**src/rtl/lgw_pkg.sv**
```systemverilog
package lgw_pkg;
  localparam int NUM_SLICE = 3;
  localparam int NUM_TGT   = 3;

  typedef enum logic [1:0] {
    SL_LOCOLOR = 2'd0,
    SL_MONO    = 2'd1,
    SL_HICOLOR = 2'd2
  } slice_e;

  localparam int TGT_GFX  = 0;
  localparam int TGT_DOWN = 1;
  localparam int TGT_LEG  = 2;

  typedef struct packed {
    logic gfx_claim;
    logic vga_fwd_en;
    logic mono_present;
  } steer_cfg_t;
endpackage

```
**src/rtl/lgw_slice_match.sv**
```systemverilog
module lgw_slice_match #(
  parameter int ADDR_W = 32,
  parameter logic [ADDR_W-1:0] LOC_LO = 'h000A_0000,
  parameter logic [ADDR_W-1:0] MONO_LO = 'h000B_0000,
  parameter logic [ADDR_W-1:0] HIC_LO = 'h000B_8000,
  parameter logic [ADDR_W-1:0] HIC_HI = 'h000B_FFFF
) (
  input  logic                          valid,
  input  logic [ADDR_W-1:0]             addr,
  output logic [lgw_pkg::NUM_SLICE-1:0] hit,
  output logic                          any_hit
);
  import lgw_pkg::*;

  localparam logic [ADDR_W-1:0] LOC_HI  = MONO_LO - 1'b1;
  localparam logic [ADDR_W-1:0] MONO_HI = HIC_LO - 1'b1;
  localparam logic [NUM_SLICE-1:0][ADDR_W-1:0] LO_TAB = {HIC_LO, MONO_LO, LOC_LO};
  localparam logic [NUM_SLICE-1:0][ADDR_W-1:0] HI_TAB = {HIC_HI, MONO_HI, LOC_HI};

  for (genvar s = 0; s < NUM_SLICE; s++) begin : g_slice
    assign hit[s] = valid && (addr >= LO_TAB[s]) && (addr <= HI_TAB[s]);
  end

  assign any_hit = |hit;


  slice_exclusive_chk: assert final ($onehot0(hit));
endmodule

```
**src/rtl/lgw_route.sv**
```systemverilog
module lgw_route (
  input  logic [lgw_pkg::NUM_SLICE-1:0] hit,
  input  logic                          any_hit,
  input  lgw_pkg::steer_cfg_t           cfg,
  output logic [lgw_pkg::NUM_TGT-1:0]   tgt
);
  import lgw_pkg::*;

  always_comb begin
    tgt = '0;
    if (any_hit) begin
      if (cfg.gfx_claim)
        tgt[TGT_GFX] = 1'b1;
      else if (!cfg.vga_fwd_en)
        tgt[TGT_LEG] = 1'b1;
      else if (hit[SL_MONO] && cfg.mono_present)
        tgt[TGT_LEG] = 1'b1;
      else
        tgt[TGT_DOWN] = 1'b1;
    end
  end
endmodule

```
**src/rtl/lgw_out_reg.sv**
```systemverilog
module lgw_out_reg #(
  parameter int W = 3
) (
  input  logic         clk,
  input  logic         rst,
  input  logic         hit_d,
  input  logic [W-1:0] tgt_d,
  output logic         hit_q,
  output logic [W-1:0] tgt_q
);
  always_ff @(posedge clk) begin
    if (rst) begin
      hit_q <= 1'b0;
      tgt_q <= '0;
    end else begin
      hit_q <= hit_d;
      tgt_q <= tgt_d;
    end
  end


  one_target_chk: assert property (@(posedge clk) disable iff (rst)
    hit_q |-> $onehot(tgt_q));

  idle_no_target_chk: assert property (@(posedge clk) disable iff (rst)
    !hit_q |-> (tgt_q == '0));
endmodule

```
**src/rtl/legacy_disp_steer.sv**
```systemverilog
module legacy_disp_steer #(
  parameter int ADDR_W = 32,
  parameter logic [ADDR_W-1:0] LOC_LO  = 'h000A_0000,
  parameter logic [ADDR_W-1:0] MONO_LO = 'h000B_0000,
  parameter logic [ADDR_W-1:0] HIC_LO  = 'h000B_8000,
  parameter logic [ADDR_W-1:0] HIC_HI  = 'h000B_FFFF
) (
  input  logic              clk,
  input  logic              rst,
  input  logic              req_valid,
  input  logic [ADDR_W-1:0] req_addr,
  input  logic              gfx_claim,
  input  logic              vga_fwd_en,
  input  logic              mono_present,
  output logic              in_window,
  output logic [2:0]        target
);
  import lgw_pkg::*;

  logic [NUM_SLICE-1:0] hit;
  logic                 any_hit;
  logic [NUM_TGT-1:0]   tgt_d;
  steer_cfg_t           cfg;

  assign cfg = '{gfx_claim: gfx_claim, vga_fwd_en: vga_fwd_en, mono_present: mono_present};

  lgw_slice_match #(
    .ADDR_W(ADDR_W), .LOC_LO(LOC_LO), .MONO_LO(MONO_LO), .HIC_LO(HIC_LO), .HIC_HI(HIC_HI)
  ) i_match (
    .valid(req_valid), .addr(req_addr), .hit(hit), .any_hit(any_hit)
  );

  lgw_route i_route (.hit(hit), .any_hit(any_hit), .cfg(cfg), .tgt(tgt_d));

  lgw_out_reg #(.W(NUM_TGT)) i_oreg (
    .clk(clk), .rst(rst), .hit_d(any_hit), .tgt_d(tgt_d),
    .hit_q(in_window), .tgt_q(target)
  );


  win_flag_chk: assert property (@(posedge clk) disable iff (rst)
    !$past(rst) |-> (in_window == ($past(req_valid) &&
      $past(req_addr) >= LOC_LO && $past(req_addr) <= HIC_HI)));

  gfx_first_chk: assert property (@(posedge clk) disable iff (rst)
    (!$past(rst) && $past(gfx_claim) && in_window) |-> (target == 3'b001));

  all_legacy_chk: assert property (@(posedge clk) disable iff (rst)
    (!$past(rst) && !$past(gfx_claim) && !$past(vga_fwd_en) && in_window) |-> (target == 3'b100));

  mono_split_chk: assert property (@(posedge clk) disable iff (rst)
    (!$past(rst) && !$past(gfx_claim) && $past(vga_fwd_en) && $past(mono_present) && in_window &&
     $past(req_addr) >= MONO_LO && $past(req_addr) < HIC_LO) |-> (target == 3'b100));

  color_down_chk: assert property (@(posedge clk) disable iff (rst)
    (!$past(rst) && !$past(gfx_claim) && $past(vga_fwd_en) && in_window &&
     ($past(req_addr) < MONO_LO || $past(req_addr) >= HIC_LO)) |-> (target == 3'b010));
endmodule

```
**config.mk**
```make
export PLATFORM = sky130hd
export DESIGN_NAME = legacy_disp_steer
export DESIGN_NICKNAME = d
export VERILOG_FILES = /design/src/rtl/lgw_pkg.sv /design/src/rtl/lgw_slice_match.sv /design/src/rtl/lgw_route.sv /design/src/rtl/lgw_out_reg.sv /design/src/rtl/legacy_disp_steer.sv
export SDC_FILE = /design/constraint.sdc
export NUM_CORES = 1
export LEC_CHECK = 0
export BUFFER_PORTS_ARGS = -buffer_cell sky130_fd_sc_hd__buf_2
export CAP_MARGIN = 15
export CORE_AREA = 2 2 39 41
export DETAILED_ROUTE_END_ITERATION = 10
export DIE_AREA = 0 0 41 43
export HOLD_SLACK_MARGIN = 0.05
export MAX_ROUTING_LAYER = met4
export PLACE_DENSITY = 0.52
export RECOVER_POWER = 50
export SLEW_MARGIN = 30
export SYNTH_ARGS = -nofsm -noshare
export SYNTH_HDL_FRONTEND = slang
export SYNTH_SLANG_ARGS = --single-unit
```
**constraint.sdc**
```tcl
create_clock -name clk -period 2.1 [get_ports clk]
set_input_delay 0 -clock clk [delete_from_list [all_inputs] [get_ports clk]]
set_output_delay 0 -clock clk [all_outputs]
set_load 0.01 [all_outputs]
```
==> metrics.txt, run 1 <==
CTS tree=yes; fmax=0.582 GHz; synthesized cell area=168 um^2; fin crit period=1720 ps; Mean Syn Cell Area=9.31 um^2; Die H=43 um; WP data arrival=1890 ps; leak pwr=0.170 nW; Vias=261; PwrDens=532 mW/mm^2; Max VDD drop=0.105 mV; Startpoint Class=input port; first-pass GRT wire length=759 um; ranking of synthesized cells by area=dfxtp_1, or4_1, a211oi_2; GPL Wtd Cong=0.703; endpoints failing setup=0; most frequent cell after synthesis=dfxtp_1; I/O pins=42; RSZ-0062 raised after global routing=no; Seq/Total Area, Yosys=47.8%; part of the cycle the worst path needs=81.8%; grt total ovfl=0; vias in the first global route=247; Synthesized Nets=56; post_cts resized=0; Antenna Cells=0; Fillers=159; Reg clk slew, reported paths=40 ps; status=finished, final reports clean; DR WL/cell=8.06 um; CP Capture Type=flip-flop; Area Overhead vs Synth=118%; final hold vios=0; setup total negative slack=0 ps; chip width=41 um; hold path depth=3; layout cell share with drive strength beyond 1=52.0%; GR Util All Layers=7.20%; Pre-antenna DRT Iters=2; Layout Nets=90; initial drt markers=2; largest net degree at the start of global routing=5; H-tree Lvls=1; Final Power=0.000194 W; Post-synth ARST share=0%; initial antenna violation count=0; fin. max-slew vios=0; Die ar.=0.00176 mm^2; number of synthesized flops with an enable pin=0; worst path required time=2270 ps; WL final=532 um; Vias/cell=3.95; ys flop type=dfxtp_1; FP Rows=14; port bufs=26; Max-slew headroom=82.9%; CTS buffer count=3; Residual DRC=0; register area=80.1 um^2; Seq cells post-synth=4; Tightest Pin Transition=254 ps; Synth Warn #=0; Cells after Synth=18; top cell type by total area after synthesis=dfxtp_1; share of the synthesized area in the top cell type=47.8%; min-delay worst type=in -> reg; unique cell type count in the Yosys netlist=11; CTS sink cnt=4; Final ANT Viol Nets=0; area occupied by multi-input gates=83.8 um^2; clock buffer depth=2; WS Path Type=in -> reg; synth cell count leaders=dfxtp_1, nand3_1, nor3_1, nor4_1, or4_1; crit path max fanout=2; initial cell density of the core=12.1%; Std-Cell Core Area=0.00138 mm^2; max-cap violations=0; root buf cell=clkbuf_4
power breakdown:
part / switching (W) / internal [W]
logic: 0.00000782 / 0.0000188
clock network: 0.0000277 / 0.0000637
registers: 0.000000000116 / 0.0000764
total: 0.0000355 / 0.000159
final timing paths:
| path | from | endpoint | slack [ps] |
|---|---|---|---|
| min | req_addr[26] | i_oreg.hit_q | 90 |
| max | gfx_claim | i_oreg.tgt_q[2] | 380 |
worst max-delay path: stages:
cell,delay [ps]
dlygate4sd3_1,520
buf_2,120
or4_1,470
a211oi_2,200
dlygate4sd3_1,560
cells in the final DEF, fill, tap and decap left out:
cell           instances
nor4_1                 2
clkbuf_1               4
nor2_1                 1
nor3_1                 2
clkbuf_4               3
dlygate4sd3_1          3
nand3_1                2
or3_1                  1
a211oi_2               1
inv_1                  1
nand3b_1               1
and3_1                 1
buf_2                 22
or4_1                  2
dfxtp_1                4
routing by layer:
layer,vias up,global-route usage [%],share of wire [%]
met2,21,10.6,48
met5,-,-,0
met3,2,0.524,14
met4,0,12.0,3.6
met1,104,5.47,33
li1,134,-,-
state kept, by name (all words and copies together) (netlist names):
signal        flops
i_oreg.tgt_q      3
i_oreg.hit_q      1
area by class of cell:
class,count,share of cell area (%)
Timing Repair Buffer,29,42.5
Multi-Input combinational cell,13,22.9
Sequential cell,4,21.9
Clock buffer,3,6.16
Tap cell,16,5.48
Inverter,1,1.03
per-stage QoR:
step | hold slack, ps | util [%] | instances | instance area (um^2) | worst slack (ps)
detailed placement | 214 | 23.0 | 60 | 318 | 758
global placement | 204 | 23.0 | 60 | 318 | 783
CTS | 71.1 | 26.8 | 66 | 370 | 392
floorplan | 87.4 | - | 18 | 168 | 917
global route | 98.1 | 26.4 | 66 | 365 | 312
finish | 85.7 | 26.4 | 66 | 365 | 382
logic make-up after synthesis:
kind of cell,share of synthesized area (%)
DFF,47.8
AOI/OAI and AO/OA,7.46
and+or+nand+nor,42.5
buffers and inverters,2.24
repair_timing:
action | CTS | global route
buffers inserted | 0 | 0
hold buffers | 3 | 0
endpoints found under the hold margin | 3 | 0
Note: power is estimated with default switching activity, not from simulation.
==> run 2: changes to the inputs <==
--- a/config.mk
+++ b/config.mk
@@ -12,7 +12,7 @@
 export DIE_AREA = 0 0 41 43
 export HOLD_SLACK_MARGIN = 0.05
 export MAX_ROUTING_LAYER = met4
-export PLACE_DENSITY = 0.52
+export PLACE_DENSITY = 0.54
 export RECOVER_POWER = 50
 export SLEW_MARGIN = 30
 export SYNTH_ARGS = -nofsm -noshare
==> constraint.sdc (replaced) <==
create_clock -name clk -period 1.5 [get_ports clk]
set_input_delay 0 -clock clk [delete_from_list [all_inputs] [get_ports clk]]
set_output_delay 0 -clock clk [all_outputs]
set_load 0.01 [all_outputs]
==> run 2 against run 1 <==
Against the previous run: non-clock buffer count is 1 higher; combinational power is 57% higher; sequential power is 40% higher; clock-buffer cell count stayed put; wire length is 6.0% higher; via count is 0.77% higher; critical path depth is 1 lower; utilization is 0.72 points higher; worst hold slack better by 18 ps; clock power is 39% higher; global-route usage hardly changed; final area is 2.7% higher; critical path type unchanged.
==> metrics.txt, run 2 (synthesis gave the netlist of run 1 again) <==
Die H=43 um (unchanged); GR Util All Layers=7.19% (-0.0074 points); CTS sink cnt=4 (unchanged); Hold Startpoint=req_addr[15]; vias in the first global route=238 (-3.6%); Residual DRC=0 (unchanged); post_cts resized=0 (unchanged); initial drt markers=3 (+1); max reg flops=3 (unchanged); CTS buffer count=3 (unchanged); crit path max fanout=2 (unchanged); FP Rows=14 (unchanged); layout cell share with drive strength beyond 1=51.0% (-1.0 points); PwrDens=735 mW/mm^2 (+38%); Area Overhead vs Synth=124%; slowest library cell on the worst path=dlygate4sd3_1; Tightest Pin Transition=220 ps (-33.5 ps); Reg clk slew, reported paths=30 ps (about the same); max incr delay on CP=530 ps (-30 ps); leak pwr=0.172 nW (+0.81%); Cell Chain, Critical Path=dlygate4sd3_1 -> buf_2 -> or4_1 -> a211oi_2; DR WL/cell=8.42 um (+4.4%); WHS=104 ps (+18.5 ps); most frequent cells in the layout=buf_2, dlygate4sd3_1, dfxtp_1, clkbuf_1, clkbuf_4; CTS tree=yes; worst path required time=1650 ps (-620 ps); min-delay worst type=in -> reg; setup total negative slack=0 ps (unchanged); port bufs=26 (unchanged); Die ar.=0.00176 mm^2 (unchanged); Layout Nets=91 (+1.1%); WP data arrival=1380 ps (-510 ps); RSZ-0062 raised after global routing=no; initial cell density of the core=12.1% (unchanged); Startpoint Class=input port; initial antenna violation count=0 (unchanged); Final Power=0.000276 W (+42%); largest net degree at the start of global routing=5 (unchanged); WS Path Type=in -> reg; Pre-antenna DRT Iters=2 (unchanged); most flop-heavy register=i_oreg.tgt_q; root buf cell=clkbuf_4; fin. max-slew vios=0 (unchanged); H-tree Lvls=1 (unchanged); hold endpoint=i_oreg.tgt_q[2]; Final Non-Filler Cells=67 (+1.5%); placed cell areas=318 um^2 (unchanged); WL final=564 um (+6.0%); fin crit period=1240 ps; I/O pins=42 (unchanged); status=finished, final reports clean; post-route cell area=375 um^2 (+2.7%); Final ANT Viol Nets=0 (unchanged); clock buffer depth=2 (unchanged); Max-slew headroom=85.2% (+2.3 points); chip width=41 um (unchanged); Max VDD drop=0.169 mV (+62%); Vias=263 (+0.77%); GPL Wtd Cong=0.750 (+6.7%); hold path depth=3 (unchanged); placed instance count=60 (unchanged); max-cap violations=0 (unchanged); Antenna Cells=0 (unchanged); Vias/cell=3.93 (-0.74%); CP Capture Type=flip-flop; commonest non-fill, non-tap cell in the layout=buf_2; part of the cycle the worst path needs=82.4%; first-pass GRT wire length=759 um (unchanged); final hold vios=0 (unchanged); biggest regs=i_oreg.tgt_q: 3 flops, i_oreg.hit_q: 1 flops; Std-Cell Core Area=0.00138 mm^2 (unchanged); fmax=0.809 GHz; endpoints failing setup=0 (unchanged); grt total ovfl=0 (unchanged)
==> run 2: report_power, final <==
group / internal (W) / leakage (nW) / switching [W] / total (W)
clock: 0.0000891 / 0.0138 / 0.0000381 / 0.000127
sequential: 0.000107 / 0.0322 / 0.000000000152 / 0.000107
combinational: 0.0000297 / 0.126 / 0.0000121 / 0.0000418
total: 0.000226 / 0.172 / 0.0000502 / 0.000276
==> run 2: how the worst max path moves through the flow <==
stage,slack [ps],cells after the start,endpoint,from
2_1_floorplan,320,3,i_oreg.tgt_q[2],req_addr[30]
3_3_place_gp,180,4,i_oreg.tgt_q[2],req_addr[30]
3_5_place_dp,160,4,i_oreg.tgt_q[2],req_addr[30]
4_1_cts,270,4,i_oreg.tgt_q[2],req_addr[26]
5_1_grt,220,4,i_oreg.tgt_q[2],req_addr[26]
6_report,260,4,i_oreg.tgt_q[2],req_addr[26]
==> run 2: what timing repair did <==
action,CTS,global route
hold buffers,4,0
buffers inserted,0,0
endpoints found under the hold margin,3,0
==> run 2: per-layer routing <==
layer | global-route usage (%) | routed length (um)
met4 | 10.0 | 0
met1 | 6.09 | 173
met2 | 11.3 | 308
met5 | - | 0
met3 | 0 | 82
==> run 2: critical path, delay by kind of cell <==
| family | cells | cell delay (ps) |
|---|---|---|
| compound gates | 1 | 210 |
| simple gates | 1 | 520 |
| buf+inv | 2 | 650 |
==> run 2: layout make-up <==
class	instances	area, um^2
clock buffer	3	22.5
fill	164	1010
inverter	1	3.75
multi-input combinational	13	83.8
sequential	4	80.1
tap	16	20.0
timing repair buffer	30	165
==> run 2: per-stage QoR <==
step | util (%) | worst slack (ps)
after floorplan | - | 317
after global placement | 23.0 | 182
after detailed placement | 23.0 | 161
after CTS | 27.5 | 266
after global routing | 27.1 | 217
final | 27.1 | 264
